--- src/rtl/arb_pkg.sv ---
package arb_pkg;
  localparam int CORES = 16;
  localparam int IDX_W = $clog2(CORES);

  typedef struct packed {
    logic             fire;
    logic [IDX_W-1:0] winIdx;
  } arbStrobe_t;
endpackage

--- src/rtl/arb_slot_ctrl.sv ---
module arb_slot_ctrl
  import arb_pkg::*;
(
  input  logic             clk,
  input  logic             rstN,
  input  logic [CORES-1:0] reqVec,
  output logic [IDX_W-1:0] slotPtr,
  output logic [CORES-1:0] grantVec,
  output arbStrobe_t       strobe
);
  localparam logic [IDX_W-1:0] LAST_SLOT = IDX_W'(CORES - 1);
  localparam int FALLBACK = 0;

  always_ff @(posedge clk) begin
    if (!rstN) slotPtr <= '0;
    else if (slotPtr == LAST_SLOT) slotPtr <= '0;
    else slotPtr <= slotPtr + 1'b1;
  end

  logic ownerReq;
  assign ownerReq = reqVec[slotPtr];

  always_comb begin
    strobe = '0;
    if (ownerReq) begin
      strobe.fire   = 1'b1;
      strobe.winIdx = slotPtr;
    end else if (reqVec[FALLBACK]) begin
      strobe.fire   = 1'b1;
      strobe.winIdx = IDX_W'(FALLBACK);
    end
  end

  for (genvar g = 0; g < CORES; g++) begin : gGrant
    assign grantVec[g] = strobe.fire && (strobe.winIdx == IDX_W'(g));
  end
endmodule

--- src/rtl/arb_datapath.sv ---
module arb_datapath
  import arb_pkg::*;
#(
  parameter int ADDR_W = 16,
  parameter int DATA_W = 32,
  parameter int SIZE_W = 2
) (
  input  logic                    clk,
  input  logic                    rstN,
  input  arbStrobe_t              strobe,
  input  logic [CORES-1:0]        grantVec,
  input  logic [CORES*ADDR_W-1:0] reqAddr,
  input  logic [CORES*DATA_W-1:0] reqWdata,
  input  logic [CORES-1:0]        reqWe,
  input  logic [CORES*SIZE_W-1:0] reqSize,
  output logic                    memEn,
  output logic                    memWe,
  output logic [ADDR_W-1:0]       memAddr,
  output logic [DATA_W-1:0]       memWdata,
  output logic [SIZE_W-1:0]       memSize,
  input  logic [DATA_W-1:0]       memRdata,
  output logic [CORES-1:0]        rdValid,
  output logic [DATA_W-1:0]       rdData
);
  logic winWe;

  always_comb begin
    winWe    = reqWe[strobe.winIdx];
    memEn    = strobe.fire;
    memWe    = strobe.fire && winWe;
    memAddr  = reqAddr[strobe.winIdx*ADDR_W +: ADDR_W];
    memWdata = reqWdata[strobe.winIdx*DATA_W +: DATA_W];
    memSize  = reqSize[strobe.winIdx*SIZE_W +: SIZE_W];
  end

  always_ff @(posedge clk) begin
    if (!rstN) rdValid <= '0;
    else if (strobe.fire && !winWe) rdValid <= grantVec;
    else rdValid <= '0;
  end

  assign rdData = memRdata;
endmodule

--- src/rtl/fallback_slot_arbiter.sv ---
module fallback_slot_arbiter
  import arb_pkg::*;
#(
  parameter int ADDR_W = 16,
  parameter int DATA_W = 32,
  parameter int SIZE_W = 2
) (
  input  logic                    clk,
  input  logic                    rstN,
  input  logic [CORES-1:0]        reqVec,
  input  logic [CORES*ADDR_W-1:0] reqAddr,
  input  logic [CORES*DATA_W-1:0] reqWdata,
  input  logic [CORES-1:0]        reqWe,
  input  logic [CORES*SIZE_W-1:0] reqSize,
  output logic [CORES-1:0]        grantVec,
  output logic [CORES-1:0]        rdValid,
  output logic [DATA_W-1:0]       rdData,
  output logic                    memEn,
  output logic                    memWe,
  output logic [ADDR_W-1:0]       memAddr,
  output logic [DATA_W-1:0]       memWdata,
  output logic [SIZE_W-1:0]       memSize,
  input  logic [DATA_W-1:0]       memRdata
);
  logic [IDX_W-1:0] slotPtr;
  arbStrobe_t       strobe;

  arb_slot_ctrl ctrl_i (
    .clk      (clk),
    .rstN     (rstN),
    .reqVec   (reqVec),
    .slotPtr  (slotPtr),
    .grantVec (grantVec),
    .strobe   (strobe)
  );

  arb_datapath #(
    .ADDR_W (ADDR_W),
    .DATA_W (DATA_W),
    .SIZE_W (SIZE_W)
  ) dp_i (
    .clk      (clk),
    .rstN     (rstN),
    .strobe   (strobe),
    .grantVec (grantVec),
    .reqAddr  (reqAddr),
    .reqWdata (reqWdata),
    .reqWe    (reqWe),
    .reqSize  (reqSize),
    .memEn    (memEn),
    .memWe    (memWe),
    .memAddr  (memAddr),
    .memWdata (memWdata),
    .memSize  (memSize),
    .memRdata (memRdata),
    .rdValid  (rdValid),
    .rdData   (rdData)
  );
endmodule

--- config.mk ---
export PLATFORM = sky130hd
export DESIGN_NAME = fallback_slot_arbiter
export DESIGN_NICKNAME = d
export VERILOG_FILES = /design/src/rtl/arb_pkg.sv /design/src/rtl/arb_slot_ctrl.sv /design/src/rtl/arb_datapath.sv /design/src/rtl/fallback_slot_arbiter.sv
export SDC_FILE = /design/constraint.sdc
export NUM_CORES = 1
export LEC_CHECK = 0
export ABC_AREA = 1
export CAP_MARGIN = 10
export CORE_AREA = 2 2 386 388
export CTS_BUF_LIST = sky130_fd_sc_hd__clkbuf_8
export DETAILED_ROUTE_END_ITERATION = 10
export DIE_AREA = 0 0 388 390
export PLACE_DENSITY = 0.3
export SLEW_MARGIN = 20
export SYNTH_ARGS = -nofsm -noshare
export SYNTH_HDL_FRONTEND = slang
export SYNTH_SLANG_ARGS = --single-unit
--- constraint.sdc ---
create_clock -name clk -period 2.2 [get_ports clk]
set_input_delay 0.44 -clock clk [delete_from_list [all_inputs] [get_ports clk]]
set_output_delay 0.44 -clock clk [all_outputs]
set_load 0.05 [all_outputs]
==> results.yml, run 1 <==
outcome:
  outcome: "complete, but fails checks"
  violations: "setup timing"
logic_synthesis:
  ys_seq_area_share_pct: 5.10
  synth_area_per_cell_sq_um: 4.52
  synthCells: 1739
  ys_types: 30
  yosysWarnings: 0
  synth-seq-cells: 20
  synth_area_sq_mm: 0.00785
  syn-num-nets: 2606
worst_hold_path:
  hp-class: "flip-flop to flip-flop"
  whs_path_depth: 2
sta:
  period_needed_ps: 3480
  slew_headroom_pct: 60.0
  worst_slack_ps: -1280
  drv_slew: 0
  tightest_slew_ps: 598
  clock_skew_ps: 2.44
  fmax_mhz: 288
  hold_violations: 0
  fin_setup_tns_ps: -77050
  rsz0062_at_grt: "true"
  setup_viol: 84
  timing.final.crit_share_pct: 158
clock_tree:
  cts_buffers: 3
  cts_tree: "yes"
  clk_latency_ps: 280
  cts.sinks: 20
  cts-root-buf: "clkbuf_8"
  cts_max_path_buffers: 2
  htreeDepth: 1
  path_clk_slew_ps: 90
cells_and_area:
  fin_cells: 4799
  final_core_util_pct: 17.0
  layout_common_cells: "nand2_1 (994), clkdlybuf4s50_1 (831), buf_4 (178)"
  final_common_cell: "nand2_1"
  drive_gt1_share_pct: 26.4
  fill_cells: 16900
  nets: 3730
  seq_area_sq_um: 407
  multi_input_comb_area_sq_mm: 0.00775
  area_growth_pct: 218
  fin_area_sq_mm: 0.0250
floorplan:
  coreArea_sq_mm: 0.147
  start_util_pct: 5.34
  ioPinCount: 982
  die-area_sq_mm: 0.151
  die_h_um: 390
  row_count: 141
  die-width_um: 388
global_routing:
  grt_pass1_vias: 16200
  grt_overflow: 0
  grt_max_degree: 20
  grtUsageTotal_pct: 14.2
  grt_first_pass_wirelength_mm: 146
  antenna_found_initial: 58
setup_path:
  worstPathArrival_ps: 3040
  critical-path-top-delay-family: "buffers and inverters"
  cp_max_fo: 8
  critPathBufInv: 9
  crit_chain: "buf_12, nand2_2, nand3_2, nand3_4, nand2_4, inv_4, nand2_8, buf_12, nand2_8, nor2_8, buf_6, buf_12, buf_6, buf_8, buf_12, nand2_1, nand2_1, o21ai_2, nand4_1, buf_12"
  critPathCaptureType: "output pin"
  cp_slowest_cell: "dfxtp_4"
  start_kind: "flip-flop"
  rr_worst_depth: 24
  path_class: "flip-flop to output pin"
  worstPathRequired_ps: 1760
  slowest_delay_ps: 390
  worstSetupPathDepth: 20
  cp_common_cell: "buf_12"
routing:
  ant_nets: 0
  avgRoutedWirePerCell_um: 23.9
  firstDrtPassIters: 5
  wirelength_mm: 115
  viasPerCell: 3.26
  drtIter0Drc: 630
  vias: 15700
  drc: 0
placement:
  placed_cell_area_sq_mm: 0.0218
  io_buffers: 917
  dp_hpwl_mm: 96.1
  gp_congestion: 0.864
  dp.cells: 4685
power_and_ir_drop:
  finalPower_w: 0.00823
  leakage_nw: 10.5
  powerDensity_mw_per_mm2: 330
  ir_worst_vdd_mv: 0.175
job:
  max_cap_viol_count: 0
## power breakdown
group          switching (W)  internal [W]  leakage, nW
Clock               0.000156      0.000160       0.0288
Combinational        0.00368       0.00385         10.3
Sequential        0.00000968      0.000371        0.163
## state kept, by name (all words and copies together), names as in the netlist
name,flops
ctrl_i.slotPtr,4
dp_i.rdValid,16
## area by class of cell
cell class	count	area share, %
repair buffers	1263	56.1
multi-input cells	1513	31.0
well taps	1930	9.67
flip-flops and latches	20	1.63
inverters	61	1.18
clock buffers	4	0.221
repair inverters	1	0.0802
diodes	7	0.0702
## cell usage after synthesis, drive strengths merged
cell,count,area [sq um]
nand4,115,719
o21ai,131,667
nor3,1,5.00
ha,1,12.5
o211ai,1,7.51
clkbuf,27,101
or2,1,6.26
a22oi,1,7.51
nand3,22,140
nor2,50,241
nand2,1177,4470
a21oi,9,45.0
xnor2,1,8.76
buf,118,771
dfxtp,20,400
nand3b,3,22.5
inv,61,229
## final timing paths
kind	slack, ps	start	endpoint
hold / removal	510	ctrl_i.slotPtr[3]	ctrl_i.slotPtr[3]
hold reg to reg	510	ctrl_i.slotPtr[3]	ctrl_i.slotPtr[3]
setup reg to reg	-520	ctrl_i.slotPtr[0]	dp_i.rdValid[10]
setup / recovery	-1280	ctrl_i.slotPtr[0]	memWdata[23]
## layer usage
metal  vias to the layer above  share of wire [%]  GRT usage, %
met4                        34                1.6          1.25
li1                       7703                  -             -
met5                         -               0.19             0
met3                       126                6.7          3.14
met1                      7153                 42          17.8
met2                       652                 49          25.6
## kinds of logic after synthesis
family	count (synthesis)	share of synthesized area (%)
AOI/OAI and AO/OA	142	9.26
xor gates and xnor gates	1	0.112
adders and majority gates	1	0.159
buffers and inverters	206	14.0
DFF	20	5.10
and+or+nand+nor	1369	71.4
## per-stage QoR
stage | hold slack (ps) | worst slack, ps
2_1_floorplan | 463 | -507
3_3_place_gp | 482 | -2410
3_5_place_dp | 487 | -2280
4_1_cts | 503 | -1400
5_1_grt | 514 | -1470
6_report | 505 | -1280
## worst min-delay path, stage by stage (launching register included)
cell and delay [ps]:
dfxtp_1 330, o21ai_0 70, a21oi_1 60
## timing repair
| action | 4_1_cts | 5_1_grt |
|---|---|---|
| gates cloned | 14 | 4 |
| buffers inserted | 54 | 55 |
| hold buffers | 0 | 0 |
| gates resized for setup | 331 | 270 |
| pin swaps | 100 | 142 |
| setup endpoints to repair | 84 | 84 |
(Power assumes the default switching activity.)
==> run 2, diff against run 1 <==
--- a/config.mk
+++ b/config.mk
@@ -6,7 +6,7 @@
 export NUM_CORES = 1
 export LEC_CHECK = 0
 export ABC_AREA = 1
-export CAP_MARGIN = 10
+export CAP_MARGIN = 15
 export CORE_AREA = 2 2 386 388
 export CTS_BUF_LIST = sky130_fd_sc_hd__clkbuf_8
 export DETAILED_ROUTE_END_ITERATION = 10
==> results of run 2 <==
No change in the layout: final DEF, timing and power equal those of run 1.
==> run 3, diff against run 2 <==
--- a/config.mk
+++ b/config.mk
@@ -12,6 +12,7 @@
 export DETAILED_ROUTE_END_ITERATION = 10
 export DIE_AREA = 0 0 388 390
 export PLACE_DENSITY = 0.3
+export SKIP_CTS_REPAIR_TIMING = 1
 export SLEW_MARGIN = 20
 export SYNTH_ARGS = -nofsm -noshare
 export SYNTH_HDL_FRONTEND = slang
==> run 3 against run 2 <==
Against the previous run:
- the run still ends with setup timing left
- worst setup slack got worse by 100 ps
- fmax decreased by 2.9%
- die area unchanged
- worst hold slack got worse by 0.60 ps
==> results.yml, run 3 (synthesis results as in run 1) <==
sta:
  fin_hold_ws_ps: 505
  timing.final.crit_share_pct: 163
  fin_setup_tns_ps: -73740
  hold_violations: 0
  slew_headroom_pct: 59.5
  period_needed_ps: 3580
  clock_skew_ps: 2.79
  setup_viol: 84
  worst_slack_ps: -1380
  rsz0062_at_grt: "true"
  drv_slew: 0
  tightest_slew_ps: 605
  fmax_mhz: 279
clock_tree:
  cts_max_path_buffers: 2
  htreeDepth: 1
  cts-root-buf: "clkbuf_8"
  cts.sinks: 20
  clk_latency_ps: 280
  cts_buffers: 3
  cts_tree: "yes"
  path_clk_slew_ps: 90
setup_path:
  worstSetupPathDepth: 18
  cp_slowest_cell: "clkdlybuf4s50_1"
  critPathCaptureType: "output pin"
  path_class: "input pin to output pin"
  crit_chain: "clkdlybuf4s50_1, nand2_1, nand3_2, nand3_4, nand2_4, inv_4, nand2_8, nand2_8, clkinv_16, buf_16, buf_4, buf_6, buf_4, nand2_1, nand2_1, o21ai_2, nand4_1, buf_12"
  critPathBufInv: 8
  cp_common_cell: "nand2_1"
  cp_max_fo: 6
  start_kind: "input pin"
  worstPathRequired_ps: 1760
  worstPathArrival_ps: 3140
  slowest_delay_ps: 390
  critical-path-top-delay-family: "buffers and inverters"
  rr_worst_depth: 20
global_routing:
  top_usage_layer: "met2"
  met1_usage_pct: 16.5
  grt_max_degree: 50
  grt_use_met3_pct: 3.37
  grt.met2_usage_pct: 24.1
  grt_pass1_vias: 15700
  grtUsageTotal_pct: 13.4
  antenna_found_initial: 58
  grt_overflow: 0
  grt_first_pass_wirelength_mm: 139
cells_and_area:
  top_regs: "dp_i.rdValid: 16 flops, ctrl_i.slotPtr: 4 flops"
  final_core_util_pct: 16.3
  nets: 3704
  final_common_cell: "nand2_1"
  layout_common_cells: "nand2_1 (1088), clkdlybuf4s50_1 (836), buf_4 (200)"
  drive_gt1_share_pct: 21.7
  top_register: "dp_i.rdValid"
  fin_area_sq_mm: 0.0240
  area_growth_pct: 205
  largest_reg_flops: 16
floorplan:
  row_count: 141
  die_h_um: 390
  ioPinCount: 982
  start_util_pct: 5.34
  die-area_sq_mm: 0.151
  coreArea_sq_mm: 0.147
  die-width_um: 388
placement:
  dp_hpwl_mm: 96.1
  placed_cell_area_sq_mm: 0.0218
  gp_congestion: 0.864
  io_buffers: 917
power_and_ir_drop:
  ir_worst_vdd_mv: 0.186
  powerDensity_mw_per_mm2: 325
  leakage_nw: 10.1
routing:
  ant_nets: 0
  drtIter0Drc: 670
  avgRoutedWirePerCell_um: 23.6
  wirelength_mm: 113
  firstDrtPassIters: 6
  drc: 0
  vias: 15400
  viasPerCell: 3.22
outcome:
  outcome: "complete, but fails checks"
  violations: "setup timing"
job:
  max_cap_viol_count: 0
worst_hold_path:
  whs_path_depth: 2
  hp-class: "flip-flop to flip-flop"
-- run 3: routing by layer --
metal / wire length (um) / up-vias / share of wire, %
li1: - / 7646 / -
met3: 7470 / 115 / 6.6
met5: 177 / - / 0.16
met1: 47700 / 6942 / 42
met2: 56100 / 655 / 50
met4: 1310 / 30 / 1.2
-- run 3: final timing paths --
check	endpoint	from	slack, ps
setup / recovery	memWdata[9]	reqVec[9]	-1380
hold / removal	ctrl_i.slotPtr[3]	ctrl_i.slotPtr[3]	500
setup reg to reg	dp_i.rdValid[10]	ctrl_i.slotPtr[0]	-310
hold reg to reg	ctrl_i.slotPtr[3]	ctrl_i.slotPtr[3]	500
-- run 3: through the flow --
stage | cells | setup slack [ps] | power [W]
after floorplan | 1739 | -507 | 0.00291
after CTS | 4689 | -2300 | 0.00718
after detailed placement | 4685 | -2280 | 0.00682
final | 4774 | -1380 | 0.00780
after global placement | 4685 | -2410 | 0.00685
after global routing | 4771 | -1520 | 0.00828
-- run 3: report_power, final --
part,leakage [nW],switching [W],internal (W)
logic,9.92,0.00349,0.00360
clock network,0.0288,0.000162,0.000161
registers,0.163,0.00000871,0.000370
-- run 3: area by class of cell --
class | count | area [sq um]
Clock buffer | 4 | 55.1
Inverter | 61 | 298
Sequential cell | 20 | 405
Fill cell | 17000 | 123000
Multi-Input combinational cell | 1513 | 7220
Antenna cell | 8 | 20.0
Tap cell | 1930 | 2410
Timing Repair Buffer | 1238 | 13500
-- run 3: worst reg2reg max path, stage by stage, from the launching register on --
cell and delay, ps:
dfxtp_4 410, buf_12 130, nor2_4 30, nor2_1 110, nand2_1 80, nand3_2 90, nand3_4 100, nand2_8 140
o21ai_4 110, buf_6 160, buf_12 160, nand2_1 60, inv_1 40, nor2_1 70, nand2_1 60, nand3_1 120
nand2_2 90, buf_4 140, nand2_4 100, clkbuf_16 180, nor2_2 40
